File: config.mk
export PLATFORM = sky130hd
export DESIGN_NAME = txw_chain_walker
export DESIGN_NICKNAME = d
export VERILOG_FILES = /design/src/rtl/txw_pkg.sv /design/src/rtl/txw_sticky.sv /design/src/rtl/txw_walk_fsm.sv /design/src/rtl/txw_chain_walker.sv
export SDC_FILE = /design/constraint.sdc
export NUM_CORES = 1
export LEC_CHECK = 0
export BUFFER_PORTS_ARGS = -buffer_cell sky130_fd_sc_hd__buf_2
export CORE_ASPECT_RATIO = 1.4
export CORE_MARGIN = 2
export CORE_UTILIZATION = 30
export CTS_BUF_LIST = sky130_fd_sc_hd__clkbuf_4 sky130_fd_sc_hd__clkbuf_8 sky130_fd_sc_hd__clkbuf_16
export DETAILED_ROUTE_END_ITERATION = 12
export SLEW_MARGIN = 15
export SYNTH_ARGS = -nofsm -noshare
export SYNTH_HDL_FRONTEND = slang
export SYNTH_HIERARCHICAL = 1
export SYNTH_SLANG_ARGS = --single-unit
File: constraint.sdc
create_clock -name clk -period 3.55 [get_ports clk]
set_clock_uncertainty 0.15 [all_clocks]
set_input_delay 0.71 -clock clk [delete_from_list [all_inputs] [get_ports clk]]
set_output_delay 0.71 -clock clk [all_outputs]
set_load 0.02 [all_outputs]
File: src/rtl/txw_pkg.sv
package txw_pkg;

    localparam int OWN_BIT   = 31;
    localparam int FRAG_BIT  = 16;
    localparam int NUM_EVT   = 2;
    localparam int EVT_EMPTY = 0;
    localparam int EVT_CHAIN = 1;

    typedef enum logic [2:0] {
        S_IDLE,
        S_RD_REQ,
        S_RD_CAP,
        S_COPY,
        S_WAIT,
        S_WB
    } walk_state_e;

endpackage

File: src/rtl/txw_sticky.sv
module txw_sticky #(
    parameter int N = 2
) (
    input  logic         clk,
    input  logic         rst_n,
    input  logic [N-1:0] set_i,
    input  logic [N-1:0] clr_i,
    output logic [N-1:0] q_o
);

    logic [N-1:0] bits_d;
    logic [N-1:0] bits_q;

    for (genvar g = 0; g < N; g++) begin : g_bit
        always_comb begin
            bits_d[g] = set_i[g] | (bits_q[g] & ~clr_i[g]);
        end
    end

    always_ff @(posedge clk) begin
        if (!rst_n) begin
            bits_q <= '0;
        end else begin
            bits_q <= bits_d;
        end
    end

    assign q_o = bits_q;

endmodule

File: src/rtl/txw_walk_fsm.sv
module txw_walk_fsm
    import txw_pkg::*;
#(
    parameter int AW   = 16,
    parameter int LENW = 16,
    parameter int STW  = 16
) (
    input  logic            clk,
    input  logic            rst_n,
    input  logic            kick_i,
    input  logic            head_load_i,
    input  logic [AW-1:0]   head_addr_i,
    output logic            mem_rd_o,
    output logic            mem_wr_o,
    output logic [AW-1:0]   mem_addr_o,
    output logic [31:0]     mem_wdata_o,
    input  logic [31:0]     mem_rdata_i,
    output logic            copy_req_o,
    output logic [31:0]     copy_addr_o,
    output logic [LENW-1:0] copy_len_o,
    output logic            copy_frag_o,
    input  logic            tx_done_i,
    input  logic [STW-1:0]  tx_status_i,
    output logic            kick_q_o,
    output logic            evt_empty_o,
    output logic            evt_chain_o
);

    localparam int HDRW = OWN_BIT - STW;
    localparam logic [AW-1:0] ALIGN_MASK = ~AW'(3);

    typedef struct packed {
        walk_state_e     st;
        logic [1:0]      idx;
        logic [AW-1:0]   ptr;
        logic [HDRW-1:0] hdr;
        logic [31:0]     buf_addr;
        logic [LENW-1:0] len;
        logic            frag;
        logic [AW-1:0]   next;
        logic [STW-1:0]  status;
        logic            sent;
        logic            kick;
    } walk_t;

    walk_t walk_d;
    walk_t walk_q;

    always_comb begin
        walk_d      = walk_q;
        mem_rd_o    = 1'b0;
        mem_wr_o    = 1'b0;
        mem_addr_o  = walk_q.ptr;
        mem_wdata_o = {1'b0, walk_q.hdr, walk_q.status};
        copy_req_o  = 1'b0;
        evt_empty_o = 1'b0;
        evt_chain_o = 1'b0;

        unique case (walk_q.st)
            S_IDLE: begin
                if (head_load_i) begin
                    walk_d.ptr = head_addr_i & ALIGN_MASK;
                end
                if (walk_q.kick) begin
                    walk_d.idx = 2'd0;
                    walk_d.st  = S_RD_REQ;
                end
            end
            S_RD_REQ: begin
                mem_rd_o   = 1'b1;
                mem_addr_o = walk_q.ptr + AW'({walk_q.idx, 2'b00});
                walk_d.st  = S_RD_CAP;
            end
            S_RD_CAP: begin
                unique case (walk_q.idx)
                    2'd0: walk_d.hdr      = mem_rdata_i[OWN_BIT-1:STW];
                    2'd1: walk_d.buf_addr = mem_rdata_i;
                    2'd2: begin
                        walk_d.len  = mem_rdata_i[LENW-1:0];
                        walk_d.frag = mem_rdata_i[FRAG_BIT];
                    end
                    default: walk_d.next = mem_rdata_i[AW-1:0] & ALIGN_MASK;
                endcase
                if (walk_q.idx == 2'd0 && !mem_rdata_i[OWN_BIT]) begin
                    walk_d.kick = 1'b0;
                    walk_d.sent = 1'b0;
                    walk_d.st   = S_IDLE;
                    evt_empty_o = 1'b1;
                    evt_chain_o = walk_q.sent;
                end else if (walk_q.idx == 2'd3) begin
                    walk_d.st = S_COPY;
                end else begin
                    walk_d.idx = walk_q.idx + 2'd1;
                    walk_d.st  = S_RD_REQ;
                end
            end
            S_COPY: begin
                copy_req_o = 1'b1;
                walk_d.st  = S_WAIT;
            end
            S_WAIT: begin
                if (tx_done_i) begin
                    walk_d.status = tx_status_i;
                    walk_d.st     = S_WB;
                end
            end
            S_WB: begin
                mem_wr_o    = 1'b1;
                walk_d.ptr  = walk_q.next;
                walk_d.sent = 1'b1;
                walk_d.idx  = 2'd0;
                walk_d.st   = S_RD_REQ;
            end
            default: walk_d.st = S_IDLE;
        endcase

        if (kick_i) begin
            walk_d.kick = 1'b1;
        end
    end

    always_ff @(posedge clk) begin
        if (!rst_n) begin
            walk_q <= '{st: S_IDLE, default: '0};
        end else begin
            walk_q <= walk_d;
        end
    end

    assign copy_addr_o = walk_q.buf_addr;
    assign copy_len_o  = walk_q.len;
    assign copy_frag_o = walk_q.frag;
    assign kick_q_o    = walk_q.kick;

endmodule

File: src/rtl/txw_chain_walker.sv
module txw_chain_walker
    import txw_pkg::*;
#(
    parameter int AW   = 16,
    parameter int LENW = 16,
    parameter int STW  = 16
) (
    input  logic               clk,
    input  logic               rst_n,
    input  logic               kick_i,
    input  logic               head_load_i,
    input  logic [AW-1:0]      head_addr_i,
    input  logic [NUM_EVT-1:0] irq_clr_i,
    output logic               mem_rd_o,
    output logic               mem_wr_o,
    output logic [AW-1:0]      mem_addr_o,
    output logic [31:0]        mem_wdata_o,
    input  logic [31:0]        mem_rdata_i,
    output logic               copy_req_o,
    output logic [31:0]        copy_addr_o,
    output logic [LENW-1:0]    copy_len_o,
    output logic               copy_frag_o,
    input  logic               tx_done_i,
    input  logic [STW-1:0]     tx_status_i,
    output logic               kick_q_o,
    output logic [NUM_EVT-1:0] irq_status_o,
    output logic               irq_o
);

    logic               empty_evt;
    logic               chain_evt;
    logic [NUM_EVT-1:0] evt_vec;

    txw_walk_fsm #(
        .AW   (AW),
        .LENW (LENW),
        .STW  (STW)
    ) i_fsm (
        .clk         (clk),
        .rst_n       (rst_n),
        .kick_i      (kick_i),
        .head_load_i (head_load_i),
        .head_addr_i (head_addr_i),
        .mem_rd_o    (mem_rd_o),
        .mem_wr_o    (mem_wr_o),
        .mem_addr_o  (mem_addr_o),
        .mem_wdata_o (mem_wdata_o),
        .mem_rdata_i (mem_rdata_i),
        .copy_req_o  (copy_req_o),
        .copy_addr_o (copy_addr_o),
        .copy_len_o  (copy_len_o),
        .copy_frag_o (copy_frag_o),
        .tx_done_i   (tx_done_i),
        .tx_status_i (tx_status_i),
        .kick_q_o    (kick_q_o),
        .evt_empty_o (empty_evt),
        .evt_chain_o (chain_evt)
    );

    always_comb begin
        evt_vec            = '0;
        evt_vec[EVT_EMPTY] = empty_evt;
        evt_vec[EVT_CHAIN] = chain_evt;
    end

    txw_sticky #(
        .N (NUM_EVT)
    ) i_irq (
        .clk   (clk),
        .rst_n (rst_n),
        .set_i (evt_vec),
        .clr_i (irq_clr_i),
        .q_o   (irq_status_o)
    );

    assign irq_o = |irq_status_o;

endmodule

[Yosys cells after proc, flatten, opt, wreduce, memory -nomap -nowiden]
Cells that the tools add are included.
Operators by class
  bitwise logic cells: 7
  div/mod/pow operators: 0
  multiplexer cells: 22
  $lt $le $gt $ge: 0
  shift-type cells: 0
  $add $sub $neg: 2
  eq/ne operators: 14
  multipliers: 0
  reductions and logical operators: 21
Operator list (number)
  $mux 16: 2
  $pmux 16 s2: 1
  $pmux 3 s6: 1
  $reduce_and 2->1: 9
  $add 16x4->16: 1
  $mux 1: 9
  $mux 2: 4
  $ne 2x2->1 const B: 4
  $reduce_bool 2->1: 4
  $eq 3x2->1 const B: 2
  $eq 3x3->1 const B: 2
  $mux 3: 2
  $pmux 2 s3: 1
  $mux 5: 1
  $eq 2x2->1 const B: 2
  $ne 2x1->1 const B: 2
  $reduce_and 4->1: 1
  $eq 3x1->1 const B: 1
  $logic_not 3->1: 1
  $not 1->1: 3
  $reduce_bool 3->1: 1
  $reduce_or 3->1: 1
  $add 2x1->2 const B: 1
  $and 1x1->1: 2
  other kinds (7): 8
Word-level totals
  memories: 0
  memory bits (writable): 0
  logic and storage cells: 78
  bits in latches: 0
  output and inout port bits: 104
  ROM bits: 0
  register bits after elaboration: 119

[Logic depth before layout (Yosys ltp)]
Gate-level depths: netlist (run 1).
  depth in word-level cells: 5
  mapped depth: 7
  depth with buffers taken out: 6

[By module]
Netlist (run 1), hierarchy kept.
By module, submodules not included
  txw_walk_fsm: seq. area each 2302.2 sq um, times used 1, cells an instance 651, area each 5512.8 sq um
  txw_sticky: seq. area each 40.0 sq um, times used 1, cells an instance 6, area each 82.6 sq um
  txw_chain_walker: seq. area each 0.0 sq um, times used 1, cells an instance 1, area each 6.3 sq um

[Worst setup path before layout (run 1)]
Ideal clock, no wire load.
  kind: reg2out
  start point: reg i_fsm/walk_q[118] (netlist bit)
  end point: out mem_addr_o[15]
  data arrival time: 1.753 ns
  stages on the path, launching flop included: 7
  path slack: 0.937 ns
  required time: 2.690 ns
  path buffers: 2
  path through: dfxtp_1 buf_6 nor3b_4 and3b_1 clkbuf_2 nand4_1 xnor2_1
Between the ends
  longest elaborated chain between the ends: 2
RTL lines
  start: declaration: RTL line txw_walk_fsm.sv:47  | walk_t walk_q;
  start signal: assignment: RTL line txw_walk_fsm.sv:126  | walk_q <= walk_d;
  $eq 3x1->1: RTL line txw_walk_fsm.sv:59  | unique case (walk_q.st)
  $mux 16: RTL line txw_walk_fsm.sv:59
  end: declaration: RTL line txw_chain_walker.sv:16  | output logic [AW-1:0] mem_addr_o,
No other way between the ends.

[Final worst setup path (run 1)]
  start point: reg i_fsm/walk_q[114] (netlist bit)
  end point: out mem_addr_o[8]
Between the ends
  longest elaborated chain between the ends: 2
RTL lines
  $add 16x4->16: RTL line txw_walk_fsm.sv:71  | mem_addr_o = walk_q.ptr + AW'({walk_q.idx, 2'b00});
  $mux 16: RTL line txw_walk_fsm.sv:59
No other way between the ends.

==> results of run 1 <==
-- worst paths after layout --
check | startpoint | end | depth (start not counted)
setup / recovery | i_fsm/walk_q[114] | mem_addr_o[8] | 7
setup reg to reg | i_fsm/walk_q[117] | i_fsm/mem_wdata_o[26] | 4
hold / removal | i_fsm/copy_addr_o[8] | i_fsm/copy_addr_o[8] | 2
hold reg to reg | i_fsm/copy_addr_o[8] | i_fsm/copy_addr_o[8] | 2
-- power groups by stage --
stage / sequential (uW) / combinational, uW / clock [uW]
after floorplan: 1390 / 160 / 0
after global placement: 1390 / 233 / 0
after detailed placement: 1390 / 234 / 0
after CTS: 1360 / 235 / 1880
after global routing: 1370 / 253 / 1930
final: 1360 / 232 / 1830
-- layer usage --
metal  vias up  wire, um  part of all wire, %  track usage [%]
met1      2005      6207                   43            17.59
met5         -         0                    0                0
met3        18       798                  5.6            4.339
met4         0       257                  1.8            5.575
met2       123      7044                   49            24.42
li1       2193         -                    -                -
-- sequential cells by signal (all words and copies together) (netlist names) --
name               cells
i_fsm/copy_addr_o     32
i_fsm/copy_frag_o      1
i_fsm/copy_len_o      16
i_fsm/kick_q_o         1
i_fsm/mem_wdata_o     31
i_fsm/walk_q          34
i_irq/q_o              2
-- cells in the final DEF, fill, tap and decap left out, types with 4 or more instances in the layout --
cell type / synthesis / layout
xnor2_1: 11 / 11
clkbuf_16: 0 / 17
ha_1: 6 / 6
a21oi_1: 6 / 6
o21a_1: 5 / 5
clkinvlp_4: 0 / 5
mux2i_1: 14 / 14
a21boi_0: 44 / 44
bufinv_16: 0 / 4
nor2_1: 5 / 5
dfxtp_1: 117 / 117
nand4_1: 4 / 4
o211a_1: 14 / 14
buf_2: 9 / 168
nand3_1: 5 / 5
nand2_1: 214 / 214
inv_1: 7 / 7
buf_4: 86 / 4
a21boi_1: 52 / 52
-- cell families after synthesis --
kind of cell             after synthesis  share of synthesized area [%]
AO/OA/AOI/OAI                        123                          16.95
AND/OR/NAND/NOR                      255                          19.57
flip-flops                           117                          41.81
multiplexers                          15                          2.703
adder cells (fa/ha/maj)                7                          1.698
buffers and inverters                128                          15.32
XOR/XNOR                              12                          1.876
other                                  1                        0.06694
-- stage by stage --
stage	hold slack (ps)	total power [uW]
3_5_place_dp	292.4	1627
2_1_floorplan	284.4	1545
4_1_cts	300.0	3478
5_1_grt	314.5	3555
3_3_place_gp	288.0	1626
6_report	297.0	3427
-- final cells by class --
cell class | count | area share, %
inverters | 7 | 0.3992
clock inverters | 13 | 2.757
well taps | 244 | 4.639
flip-flops and latches | 117 | 35.59
repair buffers | 172 | 13.23
clock buffers | 19 | 6.787
multi-input cells | 415 | 36.60
-- worst max-delay path: cells and delay by family, from the launching register on --
kind	cells	cell delay, ps
fa+ha+maj	2	580
simple gates	2	510
flops	1	410
buf+inv	2	230
xor+xnor	1	150
==> flow_summary.yaml, run 1 <==
cts:
  cts_tree: "done"
  postCtsHoldBufs: 0
  post_cts_resized: 0
  cts_buffers: 17
  cts_buffer_depth: 2
  cts_setup_buffers: 0
  clock-sinks: 117
  cts-root-buf: "clkbuf_16"
  clkTransAtPathRegs_ps: 50
  htree_levels: 4
  clkLatencyLatePin_ps: 410
final_layout:
  seqCellArea_mm2: 0.002342
  multi_input_area_mm2: 0.002409
  nFillCells: 2001
  diodes: 0
  layout-drive-gt1-share_pct: 28.80
  utilization_pct: 35.66
  nets: 808
  finish.instance_area_mm2: 0.006581
  layout-area-overhead-vs-synth_pct: 17.49
  instances_no_fill: 987
setup_path:
  critical_path.cell_chain: "ha_1 -> inv_1 -> fa_1 -> and3b_1 -> nand4_1 -> xnor2_1 -> buf_2"
  critical_path_arrival_ps: 2290
  crit_required_ps: 2690
  cp-end-kind: "output pin"
  regToRegSetupSlack_ps: 1270
  path_max_fanout: 5
  max_stage_delay_ps: 410
  critPathSlowestCell: "dfxtp_1"
  cp-start-kind: "register"
  worstSetupPathType: "reg -> out"
grt:
  grt_max_degree: 118
  grt_pass1_wl_mm: 22.36
  antenna_found_initial: 0
  track_usage_pct: 14.62
  grt_pass1_vias: 4116
  grt-ovfl-total: 0
yosys:
  synthFlopType: "dfxtp_1"
  syn_area_per_cell_um2: 8.513
  synth_area_leaders: "dfxtp_1 (42%), nand2_1 (14%), buf_4 (12%), a21boi_1 (7.0%), a21boi_0 (5.9%)"
  synth_edf_count: 0
  yosysMostFrequentCell: "nand2_1"
  yosysTopAreaCell: "dfxtp_1"
  syn_inst: 658
  ys_types: 43
  ys_ff_latch: 117
  synthArstFlopShare_pct: 0
  yosys_warnings: 6
  synth_top_area_share_pct: 41.81
  yosys-top-cells-count: "nand2_1 (214), dfxtp_1 (117), buf_4 (86)"
  syn_area_mm2: 0.005602
  seq_area_frac_synth_pct: 41.81
timing:
  min_period_over_period_pct: 88.61
  fin_setup_tns_ps: 0
  slew_violations: 0
  slew-limit-headroom_pct: 29.26
  hold_viol_final: 0
  grt_setup_unrepaired: "no"
  clock.fmax_mhz: 317.9
  worst_pin_slew_ps: 1061
  period_needed_ps: 3146
  finalWorstSetupSlack_ps: 404.5
  finalSetupViolCount: 0
floorplan:
  die_area_mm2: 0.01980
  initial_utilization_pct: 30.35
  pin_count: 175
  die_w_um: 119.5
  rows: 59
  core_mm2: 0.01846
  die_y_um: 165.7
route:
  drtIter0Drc: 177
  drt_wl_total_mm: 14.31
  route.detailed.drc: 0
  drt-pass1-iter-count: 4
  wire_per_inst_um: 14.50
  drtAntennaViolNets: 0
  viasPerCell: 4.396
  num_vias: 4339
run_status:
  outcome: "complete, no violations"
pwr:
  intPower_uw: 2637
  vdd_drop_max_uv: 267.6
  p_comb_share_pct: 6.8
  clkPwrFrac_pct: 53.4
  p_switching_uw: 790.4
  seqPwrFrac_pct: 39.8
  power_density_mw_per_mm2: 520.7
  switching_share_pct: 23.06
  power.leakage_uw: 0.002958
place:
  io_buffers: 169
  dpl_cell_area_mm2: 0.005953
  gp_congestion: 0.7292
  post-place-ws_ps: 840.4
  dpl.cell_count: 955
  hpwl_mm: 9.945
job:
  cap_violations: 0
min_path:
  holdCritPathClass: "reg -> reg"
Note: power is estimated with default switching activity, not from simulation.
==> inputs of run 2 (changes only) <==
--- a/config.mk
+++ b/config.mk
@@ -11,6 +11,7 @@
 export CORE_UTILIZATION = 30
 export CTS_BUF_LIST = sky130_fd_sc_hd__clkbuf_4 sky130_fd_sc_hd__clkbuf_8 sky130_fd_sc_hd__clkbuf_16
 export DETAILED_ROUTE_END_ITERATION = 12
+export RECOVER_POWER = 25
 export SLEW_MARGIN = 15
 export SYNTH_ARGS = -nofsm -noshare
 export SYNTH_HDL_FRONTEND = slang
==> flow_summary.yaml, run 2 (synthesized netlist as in run 1, its figures left out) <==
min_path:
  min_from: "i_fsm/copy_addr_o[8]"
  holdCritPathClass: "reg -> reg"
setup_path:
  path_max_fanout: 5
  r2r_start: "i_fsm/walk_q[117]"
  critical_path_arrival_ps: 2280
  worstSetupPathType: "reg -> out"
  crit_end: "mem_addr_o[8]"
  r2r_end: "i_fsm/mem_wdata_o[26]"
  startpoint: "i_fsm/walk_q[114]"
  crit_required_ps: 2690
  regToRegSetupSlack_ps: 1270
  worstRegToRegCells: 4
  cp-end-kind: "output pin"
  cp-start-kind: "register"
pwr:
  p_comb_share_pct: 6.8
  seqPwrFrac_pct: 39.8
  clkPwrFrac_pct: 53.4
  vdd_drop_max_uv: 268.3
  power_density_mw_per_mm2: 526.1
  intPower_uw: 2638
  p_switching_uw: 790.2
  switching_share_pct: 23.05
  power.leakage_uw: 0.002737
floorplan:
  die_y_um: 165.7
  pin_count: 175
  initial_utilization_pct: 30.35
  core_mm2: 0.01846
  die_area_mm2: 0.01980
  rows: 59
  die_w_um: 119.5
timing:
  finalSetupViolCount: 0
  min_period_over_period_pct: 88.46
  clock.fmax_mhz: 318.4
  grt_setup_unrepaired: "no"
  fin_setup_tns_ps: 0
  worst_pin_slew_ps: 2082
  hold_viol_final: 0
  period_needed_ps: 3140
  slew-limit-headroom_pct: -38.83
  slew_violations: 118
place:
  io_buffers: 169
  gp_congestion: 0.7292
  hpwl_mm: 9.945
  dpl.cell_count: 955
route:
  wire_per_inst_um: 14.56
  viasPerCell: 4.387
  drt_wl_total_mm: 14.37
  drt-pass1-iter-count: 4
  num_vias: 4330
  route.detailed.drc: 0
  drtAntennaViolNets: 0
  drtIter0Drc: 183
grt:
  antenna_found_initial: 0
  grt_pass1_wl_mm: 22.36
  track_usage_pct: 14.62
  grt_pass1_vias: 4116
  grt-ovfl-total: 0
  grt_max_degree: 118
run_status:
  outcome: "finished with violations"
  violations: "capacitance limit, slew limit"
final_layout:
  instances_no_fill: 987
  layout_common_cells: "nand2_1 (214), buf_2 (118), dfxtp_1 (117), a21boi_1 (52), clkbuf_1 (50)"
  mostFrequentLayoutCell: "nand2_1"
  diodes: 0
  largest-register: "i_fsm/walk_q"
  layout-area-overhead-vs-synth_pct: 16.33
  nets: 808
  largest_reg_flops: 34
  layout-drive-gt1-share_pct: 22.07
cts:
  cts_buffer_depth: 2
  clkLatencyLatePin_ps: 410
  cts_setup_buffers: 0
  post_cts_resized: 0
  clkTransAtPathRegs_ps: 50
  cts-root-buf: "clkbuf_16"
  postCtsHoldBufs: 0
  htree_levels: 4
  clock-sinks: 117
  cts_tree: "done"
  cts_buffers: 17
job:
  cap_violations: 1
run 2: metrics by stage:
step / area [um^2] / setup WS [ps] / utilization [%] / hold slack (ps) / total power (uW)
after global placement: 5953 / 842.7 / 32.26 / 288.0 / 1626
after floorplan: 5609 / 937.5 / - / 284.4 / 1545
after detailed placement: 5953 / 840.4 / 32.26 / 292.4 / 1627
final: 6516 / 409.6 / 35.31 / 296.9 / 3428
after global routing: 6516 / 195.7 / 35.31 / 315.1 / 3557
after CTS: 6581 / 367.7 / 35.66 / 300.0 / 3478
run 2: layout make-up:
class,instances,area (um^2)
Clock buffer,19,446.7
Clock inverter,13,181.4
Fill cell,2021,11940
Inverter,7,26.28
Multi-Input combinational cell,415,2409
Sequential cell,117,2342
Tap cell,244,305.3
Timing Repair Buffer,172,805.8
run 2: critical path, cell delays in order, from the launching register on:
cell and delay [ps]:
dfxtp_1 410, ha_1 200, inv_1 50, fa_1 380, and3b_1 350, nand4_1 140, xnor2_1 150, buf_2 180
run 2: worst min path at each step:
stage               slack [ps]  cells after the start                     to
floorplan                  280                      2       i_fsm/walk_q[31]
global placement           290                      2  i_fsm/mem_wdata_o[27]
detailed placement         290                      2  i_fsm/mem_wdata_o[21]
CTS                        300                      2  i_fsm/mem_wdata_o[21]
global route               320                      2   i_fsm/copy_addr_o[5]
finish                     300                      2   i_fsm/copy_addr_o[8]
run 2: power groups by stage:
stage / combinational [uW] / sequential [uW] / clock [uW]
floorplan: 160 / 1390 / 0
global placement: 233 / 1390 / 0
detailed placement: 234 / 1390 / 0
CTS: 235 / 1360 / 1880
global route: 255 / 1370 / 1930
finish: 233 / 1370 / 1830
run 2: layer usage:
metal  GRT usage [%]  vias to the layer above  share of wire (%)
li1                -                     2196                  -
met1           17.59                     2010                 44
met3           4.339                       15                5.1
met5               0                        -                  0
met4           5.575                        0                1.7
met2           24.42                      109                 49
==> inputs of run 3 (changes only) <==
--- a/config.mk
+++ b/config.mk
@@ -5,15 +5,14 @@
 export SDC_FILE = /design/constraint.sdc
 export NUM_CORES = 1
 export LEC_CHECK = 0
-export BUFFER_PORTS_ARGS = -buffer_cell sky130_fd_sc_hd__buf_2
 export CORE_ASPECT_RATIO = 1.4
 export CORE_MARGIN = 2
 export CORE_UTILIZATION = 30
 export CTS_BUF_LIST = sky130_fd_sc_hd__clkbuf_4 sky130_fd_sc_hd__clkbuf_8 sky130_fd_sc_hd__clkbuf_16
 export DETAILED_ROUTE_END_ITERATION = 12
+export DONT_BUFFER_PORTS = 1
 export RECOVER_POWER = 25
 export SLEW_MARGIN = 15
 export SYNTH_ARGS = -nofsm -noshare
 export SYNTH_HDL_FRONTEND = slang
-export SYNTH_HIERARCHICAL = 1
 export SYNTH_SLANG_ARGS = --single-unit
==> flow_summary.yaml, run 3 <==
run_status:
  outcome: "complete, no violations"
place:
  io_buffers: 0
  post-place-ws_ps: 750.3
  gp_congestion: 0.7404
  hpwl_mm: 9.109
route:
  drtIter0Drc: 105
  drtAntennaViolNets: 0
  wire_per_inst_um: 16.31
  num_vias: 3765
  drt_wl_total_mm: 13.39
  drt-pass1-iter-count: 5
  route.detailed.drc: 0
  viasPerCell: 4.586
cts:
  cts_buffer_depth: 2
  cts_tree: "done"
  cts_buffers: 17
  clkTransAtPathRegs_ps: 60
  clkLatencyLatePin_ps: 410
  postCtsHoldBufs: 0
  cts-root-buf: "clkbuf_16"
  post_cts_resized: 0
  htree_levels: 4
  cts_setup_buffers: 0
  clock-sinks: 117
timing:
  finalSetupViolCount: 0
  period_needed_ps: 3240
  fin_setup_tns_ps: 0
  min_period_over_period_pct: 91.27
  clock.fmax_mhz: 308.6
  worst_pin_slew_ps: 804.6
  finalWorstSetupSlack_ps: 310.1
  hold_viol_final: 0
  slew_violations: 0
  slew-limit-headroom_pct: 46.36
  grt_setup_unrepaired: "no"
job:
  cap_violations: 0
final_layout:
  layout-area-overhead-vs-synth_pct: 1.651
  layout_common_cells: "nand2_1 (214), dfxtp_1 (117), a21boi_1 (60), a21boi_0 (37), clkbuf_16 (17)"
  largest-register: "i_fsm.walk_q"
  nFillCells: 2009
  mostFrequentLayoutCell: "nand2_1"
  diodes: 0
  layout-drive-gt1-share_pct: 8.146
  utilization_pct: 30.88
  largest_reg_flops: 34
  nets: 643
floorplan:
  die_area_mm2: 0.01981
  die_w_um: 119.5
  initial_utilization_pct: 30.38
  core_mm2: 0.01846
  rows: 59
  die_y_um: 165.8
  pin_count: 175
yosys:
  ys_ff_latch: 117
  ys_types: 41
  seq_area_frac_synth_pct: 41.78
  synth_top_area_share_pct: 41.78
  synthArstFlopShare_pct: 0
  yosys_warnings: 0
  yosysTopAreaCell: "dfxtp_1"
  synth_area_leaders: "dfxtp_1 (42%), nand2_1 (14%), buf_4 (12%), a21boi_1 (8.0%), a21boi_0 (5.0%)"
  synthFlopType: "dfxtp_1"
  yosys-top-cells-count: "nand2_1 (214), dfxtp_1 (117), buf_4 (89)"
  syn_area_per_cell_um2: 8.508
  syn_inst: 659
  yosysMostFrequentCell: "nand2_1"
  syn_area_mm2: 0.005607
  synth_edf_count: 0
setup_path:
  critPathSlowestCell: "dfxtp_1"
  critical_path_arrival_ps: 2380
  cp-end-kind: "output pin"
  cp-start-kind: "register"
  worstSetupPathType: "reg -> out"
  crit_end: "mem_addr_o[12]"
  cp_top_family: "adder cells"
  startpoint: "i_fsm.walk_q[114]"
  r2r_start: "i_fsm.walk_q[117]"
  max_stage_delay_ps: 450
  regToRegSetupSlack_ps: 1280
  r2r_end: "i_fsm.copy_len_o[1]"
  critical_path.cell_chain: "ha_1 -> inv_1 -> fa_1 -> and3b_1 -> nand4_1 -> xnor2_1"
  critPathBufInv: 1
  path_max_fanout: 6
  worstRegToRegCells: 4
  critical_path_depth: 6
  crit_required_ps: 2690
grt:
  grt_pass1_wl_mm: 21.07
  grt-ovfl-total: 0
  track_usage_pct: 13.76
  antenna_found_initial: 0
  grt_max_degree: 118
  grt_pass1_vias: 3746
pwr:
  power_uw: 3205
  vdd_drop_max_uv: 296.2
  power_density_mw_per_mm2: 562.3
  power.leakage_uw: 0.002140
min_path:
  holdCritPathClass: "in -> reg"
run 3: changes by cell type after synthesis, moves of 2 or more:
cell / previous run / this run
buf_4: 86 / 89
and2_0: 2 / 0
a21boi_1: 52 / 60
o21a_1: 5 / 3
a21boi_0: 44 / 37
buf_2: 9 / 6
and2_1: 2 / 4
nor2b_4: 2 / 0
run 3: cell families (layout without fill, tap and decap cells):
logic type      count (synthesis)  in the layout  share of synthesized area, %
xor+xnor                       12             12                         1.875
other cells                     1              3                       0.06689
mux                            15             15                         2.700
simple gates                  255            255                         19.24
flops                         117            117                         41.78
buf+inv                       128             44                         15.42
fa+ha+maj                       8              8                         1.919
compound gates                123            123                         17.01
run 3: worst min path at each step:
stage                           startpoint                     to  cells after the start
after global routing       mem_rdata_i[14]       i_fsm.walk_q[32]                      2
after CTS                  mem_rdata_i[27]  i_fsm.copy_addr_o[27]                      2
after detailed placement  i_fsm.walk_q[27]       i_fsm.walk_q[27]                      2
after floorplan           i_fsm.walk_q[24]       i_fsm.walk_q[24]                      2
final                      mem_rdata_i[11]       i_fsm.walk_q[29]                      2
after global placement    i_fsm.walk_q[25]       i_fsm.walk_q[25]                      2
run 3: metal layers:
metal | GRT usage, % | wire [um]
met1 | 13.94 | 5122
met2 | 24.67 | 6899
met3 | 6.181 | 1165
met4 | 4.962 | 204
met5 | 0 | 0
run 3: report_power, final:
part / internal, uW / switching (uW)
logic: 60.3 / 73.3
clock network: 1080 / 609
registers: 1340 / 37.8
run 3: area by class of cell:
cell class | instances | area [um^2] | share of cell area, %
multi-input cells | 416 | 2407 | 42.24
flip-flops and latches | 117 | 2342 | 41.10
clock buffers | 22 | 475.5 | 8.342
well taps | 244 | 305.3 | 5.357
clock inverters | 10 | 105.1 | 1.844
repair buffers | 5 | 37.54 | 0.6586
inverters | 7 | 26.28 | 0.4610
run 3: worst reg2reg max path: cells and delay by family, from the launching register on:
| family | cells | cell delay [ps] |
|---|---|---|
| DFF | 1 | 550 |
| AOI/OAI and AO/OA | 1 | 180 |
| and+or+nand+nor | 3 | 1310 |
run 3: metrics by stage:
| step | hold WS [ps] | instances | cell area, um^2 |
|---|---|---|---|
| 2_1_floorplan | 284.4 | 661 | 5614 |
| 3_3_place_gp | 291.8 | 789 | 5119 |
| 3_5_place_dp | 296.4 | 789 | 5119 |
| 4_1_cts | 254.7 | 821 | 5699 |
| 5_1_grt | 261.9 | 821 | 5699 |
| 6_report | 282.8 | 821 | 5699 |
